### config.mk
export PLATFORM = sky130hd
export DESIGN_NAME = secctl_s_regbank
export DESIGN_NICKNAME = d
export VERILOG_FILES = /design/src/rtl/secctl_pkg.sv /design/src/rtl/secctl_ppc_slot.sv /design/src/rtl/secctl_irq_bank.sv /design/src/rtl/secctl_s_regbank.sv
export SDC_FILE = /design/constraint.sdc
export NUM_CORES = 1
export LEC_CHECK = 0
export BUFFER_PORTS_ARGS = -buffer_cell sky130_fd_sc_hd__buf_2
export CAP_MARGIN = 20
export CELL_PAD_IN_SITES_DETAIL_PLACEMENT = 1
export CELL_PAD_IN_SITES_GLOBAL_PLACEMENT = 2
export CORE_MARGIN = 8
export CORE_UTILIZATION = 35
export CTS_CLUSTER_DIAMETER = 40
export DETAILED_ROUTE_END_ITERATION = 10
export PLACE_DENSITY = 0.86
export RECOVER_POWER = 25
export SLEW_MARGIN = 40
export SYNTH_ARGS = -nofsm -noshare
export SYNTH_HDL_FRONTEND = slang
export SYNTH_SLANG_ARGS = --single-unit
### constraint.sdc
create_clock -name clk -period 4.5 [get_ports clk]
set_clock_uncertainty 0.2 [all_clocks]
set_input_delay 0.675 -clock clk [delete_from_list [all_inputs] [get_ports clk]]
set_output_delay 0.675 -clock clk [all_outputs]
set_load 0.01 [all_outputs]
### src/rtl/secctl_pkg.sv
package secctl_pkg;

    localparam int NUM_PPC = 10;

    // register group codes: byte offset bits [11:4]
    typedef enum logic [7:0] {
        GRP_NS_AHBX = 8'h06,
        GRP_NS_APBI = 8'h07,
        GRP_NS_APBX = 8'h08,
        GRP_SP_AHBX = 8'h0A,
        GRP_SP_APBI = 8'h0B,
        GRP_SP_APBX = 8'h0C
    } grp_e;

    // word addresses of single registers
    localparam logic [9:0] W_RESP     = 10'h004;
    localparam logic [9:0] W_NSC      = 10'h005;
    localparam logic [9:0] W_MPC      = 10'h007;
    localparam logic [9:0] W_PSTAT    = 10'h008;
    localparam logic [9:0] W_PCLR     = 10'h009;
    localparam logic [9:0] W_PEN      = 10'h00A;
    localparam logic [9:0] W_BRG_EN   = 10'h012;
    localparam logic [9:0] W_ID_FIRST = 10'h3F4;

    // position of controller i in the status and enable words
    function automatic int ppc_bit_pos(int i);
        if (i < 2)      return i;
        else if (i < 6) return i + 2;
        else            return i + 14;
    endfunction

    function automatic logic [7:0] id_byte(int k);
        case (k)
            0:       return 8'h04;
            4:       return 8'h52;
            5:       return 8'hB8;
            6:       return 8'h0B;
            8:       return 8'h0D;
            9:       return 8'hF0;
            10:      return 8'h05;
            11:      return 8'hB1;
            default: return 8'h00;
        endcase
    endfunction

endpackage

### src/rtl/secctl_ppc_slot.sv
module secctl_ppc_slot #(
    parameter int PORTS = 16
) (
    input  logic             clk,
    input  logic             rst_n,
    input  logic             we_ns,
    input  logic             we_sp,
    input  logic [PORTS-1:0] wdata_i,
    output logic [31:0]      ns_word_o,
    output logic [31:0]      sp_word_o
);

    logic [PORTS-1:0] ns_q;
    logic [PORTS-1:0] sp_q;

    always_ff @(posedge clk) begin
        if (!rst_n) begin
            ns_q <= '0;
            sp_q <= '0;
        end else begin
            if (we_ns) ns_q <= wdata_i;
            if (we_sp) sp_q <= wdata_i;
        end
    end

    assign ns_word_o = 32'(ns_q);
    assign sp_word_o = 32'(sp_q);

    p_ns_load_r4: assert property (@(posedge clk) disable iff (!rst_n)
        we_ns |=> ns_word_o == 32'($past(wdata_i)));

    p_sp_keeps_ns_r5: assert property (@(posedge clk) disable iff (!rst_n)
        (we_sp && !we_ns) |=> $stable(ns_word_o));

endmodule

### src/rtl/secctl_irq_bank.sv
module secctl_irq_bank
    import secctl_pkg::*;
(
    input  logic               clk,
    input  logic               rst_n,
    input  logic [NUM_PPC-1:0] irq_i,
    input  logic               en_we,
    input  logic               clr_we,
    input  logic [NUM_PPC-1:0] wsel_i,
    output logic [NUM_PPC-1:0] en_o,
    output logic [NUM_PPC-1:0] clr_o,
    output logic [31:0]        en_word_o,
    output logic [31:0]        stat_word_o
);

    logic [NUM_PPC-1:0] en_q;
    logic [NUM_PPC-1:0] stat_q;
    logic [NUM_PPC-1:0] kill;

    assign kill = clr_we ? wsel_i : '0;

    always_ff @(posedge clk) begin
        if (!rst_n) begin
            en_q   <= '0;
            stat_q <= '0;
        end else begin
            stat_q <= irq_i & ~kill;
            if (en_we) en_q <= wsel_i;
        end
    end

    always_comb begin
        en_word_o   = '0;
        stat_word_o = '0;
        for (int i = 0; i < NUM_PPC; i++) begin
            en_word_o[ppc_bit_pos(i)]   = en_q[i];
            stat_word_o[ppc_bit_pos(i)] = stat_q[i];
        end
    end

    assign en_o  = en_q;
    assign clr_o = stat_q;

    for (genvar g = 0; g < NUM_PPC; g++) begin : g_chk
        p_clear_wins_r8: assert property (@(posedge clk) disable iff (!rst_n)
            (clr_we && wsel_i[g]) |=> !clr_o[g]);
        p_status_follows_r6: assert property (@(posedge clk) disable iff (!rst_n)
            !(clr_we && wsel_i[g]) |=> clr_o[g] == $past(irq_i[g]));
        p_enable_holds_r7: assert property (@(posedge clk) disable iff (!rst_n)
            !en_we |=> $stable(en_o[g]));
    end

endmodule

### src/rtl/secctl_s_regbank.sv
module secctl_s_regbank
    import secctl_pkg::*;
#(
    parameter int P_APB_INT0 = 3,
    parameter int P_APB_INT1 = 1,
    parameter int P_EXP      = 16,
    parameter int N_MPC      = 2,
    parameter int N_MPC_EXP  = 4
) (
    input  logic                   clk,
    input  logic                   rst_n,
    input  logic                   req_i,
    input  logic                   wr_i,
    input  logic [9:0]             addr_i,
    input  logic [3:0]             be_i,
    input  logic [31:0]            wdata_i,
    output logic [31:0]            rdata_o,
    input  logic [NUM_PPC-1:0]     ppc_irq_i,
    input  logic [N_MPC-1:0]       mpc_irq_i,
    input  logic [N_MPC_EXP-1:0]   mpc_exp_irq_i,
    output logic [NUM_PPC-1:0]     ppc_irq_en_o,
    output logic [NUM_PPC-1:0]     ppc_irq_clr_o,
    output logic                   resp_cfg_o,
    output logic [1:0]             nsc_cfg_o,
    output logic [P_APB_INT0-1:0]  ns_apb_int0_o,
    output logic [P_APB_INT1-1:0]  ns_apb_int1_o,
    output logic [4*P_EXP-1:0]     ns_apb_exp_o,
    output logic [4*P_EXP-1:0]     ns_ahb_exp_o
);

    localparam int N_EXP_PPC = 4;

    logic        wr_ok;
    logic        rd_req;
    logic        slot_hit;
    logic        slot_sp;
    logic [3:0]  slot_id;
    logic [7:0]  grp;
    logic [1:0]  idx;
    logic [31:0] rval;
    logic [31:0] lane_mask;
    logic [31:0] mpc_word;
    logic [31:0] rdata_q;
    logic        resp_q;
    logic [1:0]  nsc_q;
    logic [15:0] brg_q;

    logic [NUM_PPC-1:0] we_ns;
    logic [NUM_PPC-1:0] we_sp;
    logic [NUM_PPC-1:0] wsel;
    logic [31:0]        ns_word [NUM_PPC];
    logic [31:0]        sp_word [NUM_PPC];
    logic [31:0]        en_word;
    logic [31:0]        stat_word;

    assign wr_ok  = req_i && wr_i && (be_i == 4'hF);
    assign rd_req = req_i && !wr_i;
    assign grp    = addr_i[9:2];
    assign idx    = addr_i[1:0];

    // group/slot decode
    always_comb begin
        slot_hit = 1'b0;
        slot_sp  = 1'b0;
        slot_id  = '0;
        case (grp_e'(grp))
            GRP_NS_AHBX: begin slot_hit = 1'b1; slot_id = 4'd6 + 4'(idx); end
            GRP_NS_APBI: begin slot_hit = !idx[1]; slot_id = 4'(idx); end
            GRP_NS_APBX: begin slot_hit = 1'b1; slot_id = 4'd2 + 4'(idx); end
            GRP_SP_AHBX: begin slot_hit = 1'b1; slot_sp = 1'b1; slot_id = 4'd6 + 4'(idx); end
            GRP_SP_APBI: begin slot_hit = !idx[1]; slot_sp = 1'b1; slot_id = 4'(idx); end
            GRP_SP_APBX: begin slot_hit = 1'b1; slot_sp = 1'b1; slot_id = 4'd2 + 4'(idx); end
            default: ;
        endcase
    end

    for (genvar g = 0; g < NUM_PPC; g++) begin : g_slot
        localparam int PN = (g == 0) ? P_APB_INT0 : (g == 1) ? P_APB_INT1 : P_EXP;
        assign we_ns[g] = wr_ok && slot_hit && !slot_sp && (slot_id == 4'(g));
        assign we_sp[g] = wr_ok && slot_hit &&  slot_sp && (slot_id == 4'(g));
        assign wsel[g]  = wdata_i[ppc_bit_pos(g)];
        secctl_ppc_slot #(.PORTS(PN)) u_slot (
            .clk       (clk),
            .rst_n     (rst_n),
            .we_ns     (we_ns[g]),
            .we_sp     (we_sp[g]),
            .wdata_i   (wdata_i[PN-1:0]),
            .ns_word_o (ns_word[g]),
            .sp_word_o (sp_word[g])
        );
    end

    assign ns_apb_int0_o = ns_word[0][P_APB_INT0-1:0];
    assign ns_apb_int1_o = ns_word[1][P_APB_INT1-1:0];
    for (genvar k = 0; k < N_EXP_PPC; k++) begin : g_nsout
        assign ns_apb_exp_o[k*P_EXP +: P_EXP] = ns_word[2+k][P_EXP-1:0];
        assign ns_ahb_exp_o[k*P_EXP +: P_EXP] = ns_word[6+k][P_EXP-1:0];
    end

    secctl_irq_bank u_irq (
        .clk         (clk),
        .rst_n       (rst_n),
        .irq_i       (ppc_irq_i),
        .en_we       (wr_ok && addr_i == W_PEN),
        .clr_we      (wr_ok && addr_i == W_PCLR),
        .wsel_i      (wsel),
        .en_o        (ppc_irq_en_o),
        .clr_o       (ppc_irq_clr_o),
        .en_word_o   (en_word),
        .stat_word_o (stat_word)
    );

    // global configuration and bridge enable
    always_ff @(posedge clk) begin
        if (!rst_n) begin
            resp_q <= 1'b0;
            nsc_q  <= 2'b00;
            brg_q  <= '0;
        end else if (wr_ok) begin
            if (addr_i == W_RESP)   resp_q <= wdata_i[0];
            if (addr_i == W_NSC)    nsc_q  <= wdata_i[1:0];
            if (addr_i == W_BRG_EN) brg_q  <= wdata_i[31:16];
        end
    end

    assign resp_cfg_o = resp_q;
    assign nsc_cfg_o  = nsc_q;
    assign mpc_word   = 32'(mpc_irq_i) | (32'(mpc_exp_irq_i) << 16);

    // read mux
    always_comb begin
        rval = '0;
        if (slot_hit) begin
            rval = slot_sp ? sp_word[slot_id] : ns_word[slot_id];
        end else if (addr_i >= W_ID_FIRST) begin
            rval = {24'b0, id_byte(int'(addr_i - W_ID_FIRST))};
        end else begin
            case (addr_i)
                W_RESP:   rval = {31'b0, resp_q};
                W_NSC:    rval = {30'b0, nsc_q};
                W_MPC:    rval = mpc_word;
                W_PSTAT:  rval = stat_word;
                W_PEN:    rval = en_word;
                W_BRG_EN: rval = {brg_q, 16'b0};
                default:  rval = '0;
            endcase
        end
    end

    assign lane_mask = {{8{be_i[3]}}, {8{be_i[2]}}, {8{be_i[1]}}, {8{be_i[0]}}};

    always_ff @(posedge clk) begin
        if (!rst_n) rdata_q <= '0;
        else        rdata_q <= rd_req ? (rval & lane_mask) : '0;
    end

    assign rdata_o = rdata_q;

    p_narrow_write_ignored_r3: assert property (@(posedge clk) disable iff (!rst_n)
        (req_i && wr_i && be_i != 4'hF) |=>
            ($stable(resp_cfg_o) && $stable(nsc_cfg_o) && $stable(ns_apb_exp_o)
             && $stable(ns_ahb_exp_o) && $stable(ppc_irq_en_o)));

    p_resp_cfg_load_r2: assert property (@(posedge clk) disable iff (!rst_n)
        (wr_ok && addr_i == W_RESP) |=> resp_cfg_o == $past(wdata_i[0]));

    p_rdata_idle_zero_r13: assert property (@(posedge clk) disable iff (!rst_n)
        !(req_i && !wr_i) |=> rdata_o == '0);

    p_clear_reg_reads_zero_r12: assert property (@(posedge clk) disable iff (!rst_n)
        (req_i && !wr_i && addr_i == W_PCLR) |=> rdata_o == '0);

endmodule

After elaboration in Yosys (flattened, before gate mapping)
Memory sizes are Yosys's and may differ from the RTL's.
Cells that the tools add are included.
{"block": "classes", "addsub": 3, "order_cmp": 2, "eq_ne": 23, "mux": 15, "bitwise_logic": 5, "reduce_logical": 42}
{"cell": "32-bit binary-select mux with 4-bit select", "n": 2}
{"cell": "32-bit 2-to-1 mux", "n": 7}
{"cell": "32-bit case mux with 6 select lines", "n": 1}
{"cell": "32-bit bitwise AND", "n": 1}
{"cell": "8-bit by 4-bit equality test with 1-bit output, second input constant", "n": 4}
{"cell": "10-bit by 3-bit equality test with 1-bit output, second input constant", "n": 3}
{"cell": "10-bit by 4-bit equality test with 1-bit output, second input constant", "n": 3}
{"cell": "1-bit logical AND", "n": 28}
{"cell": "28-bit logical NOT", "n": 1}
{"cell": "2-bit by 20-bit OR with 20-bit output", "n": 1}
{"cell": "4-bit by 3-bit equality test with 1-bit output, second input constant", "n": 4}
{"cell": "8-bit by 3-bit equality test with 1-bit output, second input constant", "n": 2}
{"cell": "4-bit equality test, second input constant", "n": 3}
{"cell": "4-bit case mux with 3 select lines", "n": 1}
{"cell": "10-bit by 10-bit subtractor with 11-bit output, second input constant", "n": 1}
{"cell": "10-bit bitwise AND", "n": 1}
{"cell": "10-bit by 5-bit equality test with 1-bit output, second input constant", "n": 1}
{"cell": "10-bit >= comparator, second input constant", "n": 1}
{"cell": "10-bit 2-to-1 mux", "n": 1}
{"cell": "10-bit NOT", "n": 1}
{"cell": "4-bit by 2-bit equality test with 1-bit output, second input constant", "n": 2}
{"cell": "8-bit 2-to-1 mux", "n": 1}
{"cell": "2-bit AND reduction", "n": 4}
{"cell": "2-bit OR reduction", "n": 3}
{"cell": "11 further kinds", "n": 13}
{"block": "word_totals", "regBits": 335, "rom_bits": 128, "output_inout_bits": 187, "wordCells": 117, "mem_count": 1}
{"name": "(name not given)", "depth": 16, "width": 8, "rd": 1, "rd_ports_with_merged_regs": 0, "write_ports": 0, "line_no": "secctl_pkg.sv:33", "source": "case (k)"}

Logic depth before layout (Yosys ltp)
{"block": "logic_depth", "ltp_word": 10, "ltp_mapped": 13, "mapped_depth_nobuf": 9}

By module
A second synthesis with hierarchy kept.
{"block": "hier_totals", "hier_cells": 2413, "hier_area_um2": 21928.5}
{"mod": "secctl_ppc_slot at g_slot[2].u_slot ...", "n_inst": 8, "cells_per_inst": 136, "area_each_um2": 1478.9, "seq_area_each_um2": 640.6}
{"mod": "secctl_s_regbank", "n_inst": 1, "cells_per_inst": 1048, "area_each_um2": 7723.7, "seq_area_each_um2": 1021.0}
{"mod": "secctl_irq_bank", "n_inst": 1, "cells_per_inst": 129, "area_each_um2": 1159.9, "seq_area_each_um2": 400.4}
{"mod": "secctl_ppc_slot at g_slot[0].u_slot", "n_inst": 1, "cells_per_inst": 77, "area_each_um2": 656.9, "seq_area_each_um2": 120.1}
{"mod": "secctl_ppc_slot at g_slot[1].u_slot", "n_inst": 1, "cells_per_inst": 71, "area_each_um2": 556.8, "seq_area_each_um2": 40.0}

Worst setup path before layout
Ideal clock, no wire load.
{"block": "synth_timing", "kind": "input to register", "from": "input addr_i[2]", "to": "register rdata_q[12], in the netlist rdata_o[12]", "setup_ns": 0.124, "arrival_time_ns": 2.953, "required_ns": 4.176, "setup_slack_ns": 1.223, "cell_stages": 11, "cell_sequence": "inv_1 ha_1 buf_4 or4bb_1 o2111ai_2 o211ai_2 buf_2 or3_1 o2111ai_1 nor3_1 a2111o_1"}
{"block": "synth_between", "elab_chain_len": 10, "elab_cells_between_ends": 33, "cone_classes": "order compare (1); eq/ne (12); mux (13); bitwise (2); reduce/logical (5)"}
{"element": "start, declared", "line_no": "secctl_s_regbank.sv:14", "source": "input logic [9:0] addr_i,"}
{"element": "8-bit by 4-bit equality test with 1-bit output / 8-bit by 3-bit equality test with 1-bit output (equally long branches)", "line_no": "secctl_s_regbank.sv:66", "source": "case (grp_e'(grp))"}
{"element": "2-bit OR reduction (no line)"}
{"element": "4-bit case mux with 3 select lines", "line_no": "secctl_s_regbank.sv:66"}
{"element": "4-bit NOT with 5-bit output (not written as such)", "line_no": "secctl_s_regbank.sv:134", "source": "rval = slot_sp ? sp_word[slot_id] : ns_word[slot_id];"}
{"element": "32-bit binary-select mux with 4-bit select", "line_no": "secctl_s_regbank.sv:134"}
{"element": "32-bit 2-to-1 mux (not written as such) (2 in series)", "line_no": "secctl_s_regbank.sv:134"}
{"element": "32-bit 2-to-1 mux", "line_no": "secctl_s_regbank.sv:134"}
{"element": "32-bit 2-to-1 mux *", "line_no": "secctl_s_regbank.sv:133", "source": "if (slot_hit) begin"}
{"element": "32-bit bitwise AND *", "line_no": "secctl_s_regbank.sv:154", "source": "else rdata_q <= rd_req ? (rval & lane_mask) : '0;"}
{"element": "end signal, assigned", "line_no": "secctl_s_regbank.sv:154"}
{"element": "end, declared", "line_no": "secctl_s_regbank.sv:43", "source": "logic [31:0] rdata_q;"}
Mark *: on every way between the ends. The rest lies on a longest branch, timed or not. The select of a mux whose other input is x is not followed.
A chain may end at the register's enable or synchronous reset.

Final worst setup path
{"block": "layout_timing", "from": "input addr_i[1]", "to": "register rdata_q[13], in the netlist rdata_o[13]"}
{"block": "layout_between", "elab_chain_len": 9, "elab_cells_between_ends": 24, "cone_classes": "add/sub (2); order compare (1); eq/ne (6); mux (12); bitwise (2); reduce/logical (1)"}
{"element": "3-bit by 2-bit adder with 4-bit output / 2-bit by 2-bit adder with 3-bit output (equally long branches)"}
{"element": "4-bit case mux with 3 select lines", "line_no": "secctl_s_regbank.sv:66"}
{"element": "4-bit NOT with 5-bit output (not written as such)", "line_no": "secctl_s_regbank.sv:134"}
{"element": "32-bit binary-select mux with 4-bit select", "line_no": "secctl_s_regbank.sv:134"}
{"element": "32-bit 2-to-1 mux (not written as such) (2 in series)", "line_no": "secctl_s_regbank.sv:134"}
{"element": "32-bit 2-to-1 mux", "line_no": "secctl_s_regbank.sv:134"}
{"element": "32-bit 2-to-1 mux *", "line_no": "secctl_s_regbank.sv:133"}
{"element": "32-bit bitwise AND *", "line_no": "secctl_s_regbank.sv:154"}
Marked as above.

==> results.ini <==
[synthesis]
ys_seq_area_share_pct=42.9
syn_area_per_cell_um2=8.51
synth_edf_count=0
synth_area_um2=15600
synthArstFlopShare_pct=0
yosysTopAreaCell=dfxtp_1
syn_inst=1838
yosys_most_used_dff=dfxtp_1
ys_seq_elements=335
yosys_warnings=0
yosys-top-cells-area=dfxtp_1, a21boi_0, nand2_1
synth_nets=1914
yosysUniqueCellTypes=82
synth_top_area_share_pct=42.9

[global_routing]
grt_usage_pct=26.3
grt_pass1_vias=15900
antenna_found_initial=0
grt_max_degree=126
grt_pass1_wl_mm=103
overflow=0

[clocking]
clk_path_buf_depth=3
clock_latency_ns=0.63
cts_tree=built
cts_sinks=335
post_cts.repair.setup_buffers=0
cts_resized=0
ctsHoldBuffers=0
path_clk_slew_ns=0.06
cts-root-buf=clkbuf_16
cts_inserted_buffers=59
cts-htree-levels=2

[detailed_routing]
vias_per_cell=5.66
ant_nets=0
drtIter0Drc=1257
wl_per_cell_um=25.8
drcViolationCount=0
routed_wl_mm=69.9
dr.pass1.iters=6
vias=15400

[placed_design]
dpl.hpwl_mm=49.4
gp_congestion=0.929
portBuffers=252
pre_cts_ws_ns=0.347

[job]
cap_violations=0

[sta]
setup_ws_ns=0.569
fin_crit_ns=3.93
hold_slack_ns=0.0582
tightest_slew_ns=1.01
clock.fmax_mhz=254
finalHoldViolations=0
tns_ns=0
finalCritPeriodShare_pct=87.3
setup_violations=0
rsz0062_at_grt=false
final_max_slew_viol_count=0
slew_headroom_pct=32.9

[die]
dieArea_um2=51700
die_w_um=227
rows=77
pin_count=253
initial_utilization_pct=35.4
fp.coreArea_um2=44100
die_height_um=227

[run_status]
status=finished clean

[power_and_ir_drop]
ir_worst_vdd_v=0.000278
total_leakage_power_uw=0.00723
powerDensity_nw_per_um2=411

[finish]
final_cell_mix=nand2_1, dfxtp_1, a21boi_0, clkbuf_1, nand3_1
drive_gt1_share_pct=17.2
nNetsFinal=2145
diodes=0
area_growth_pct=25.0
final_common_cell=nand2_1

[worst_setup_path]
worstSetupStartpointType=primary input
critical_path_required_ns=4.79
crit_fanout=18
worst_ep_arrival_time_ns=4.22
worstSetupPathType=primary input to register
end_kind=register

[worst_hold_path]
hold_class=primary input to register

-- critical path: stages --
cell and delay (ns):
clkbuf_1 0.73, inv_1 0.44, a211o_1 0.40, o22ai_2 0.52
nand2_1 0.28, buf_4 0.28, o2111ai_1 0.38, nor3_1 0.09
a2111o_1 0.41
-- report_power, final --
part	switching, uW	leakage [uW]	internal [uW]	total, uW
clock network	1690	0.00101	3040	4730
registers	4.34	0.00270	2970	2980
logic	217	0.00352	101	318
-- layer usage --
layer  vias up  part of all wire, %  global-route usage [%]
li1       6960                    -                       -
met1      7644                   42                    32.8
met3       184                  5.9                    4.11
met5         -                    0                       0
met4         0                  4.5                    12.2
met2       569                   47                    44.4
-- final timing paths --
| path | from | to | slack (ns) | cells after the start |
|---|---|---|---|---|
| setup / recovery | addr_i[1] | rdata_o[13] | 0.57 | 9 |
| hold / removal | wdata_i[22] | u_irq.clr_o[8] | 0.06 | 2 |
| setup reg to reg | g_slot[3].u_slot.ns_q[5] | rdata_o[5] | 2.26 | 6 |
| hold reg to reg | brg_q[12] | rdata_o[28] | 0.26 | 1 |
-- cells by family after synthesis --
logic type / count (synthesis) / synth area share [%]
AO/OA/AOI/OAI: 482 / 23.1
XOR/XNOR: 2 / 0.160
adder cells (fa/ha/maj): 10 / 0.800
buffers and inverters: 171 / 4.59
flip-flops: 335 / 42.9
multiplexers: 100 / 6.56
AND/OR/NAND/NOR: 738 / 21.8
-- flip-flops by register name (all words and copies together) (netlist names) --
name	count
u_irq.en_o	10
rdata_o	32
u_irq.clr_o	10
resp_cfg_o	1
brg_q	16
g_slot.u_slot.sp_q	132
g_slot.u_slot.ns_q	132
nsc_cfg_o	2
-- cells in the mapped netlist (15+ instances only) --
cell	count
mux2_2	20
nor2_1	45
a21oi_1	47
mux2i_1	80
a21boi_0	206
clkbuf_1	110
nor3_1	20
nand3_1	132
o22a_1	15
dfxtp_1	335
nand2_1	389
buf_2	32
a21boi_1	19
o21ai_0	39
nor2b_1	77
-- per-stage QoR --
stage | power, uW | instance area (um2) | util, % | instances
after global routing | 8230 | 19500 | 44.3 | 2711
after CTS | 8080 | 19700 | 44.6 | 2711
after global placement | 3350 | 17600 | 39.8 | 2600
after detailed placement | 3350 | 17600 | 39.9 | 2600
final | 8030 | 19500 | 44.3 | 2711
after floorplan | 3210 | 15600 | - | 1838
-- final cells by class --
class | count | area (um2)
Clock buffer | 73 | 1620
Clock inverter | 38 | 484
Fill cell | 5285 | 24600
Inverter | 12 | 45.0
Multi-Input combinational cell | 1332 | 8240
Sequential cell | 335 | 6710
Tap cell | 592 | 741
Timing Repair Buffer | 329 | 1710
Note: power is estimated with default switching activity, not from simulation.
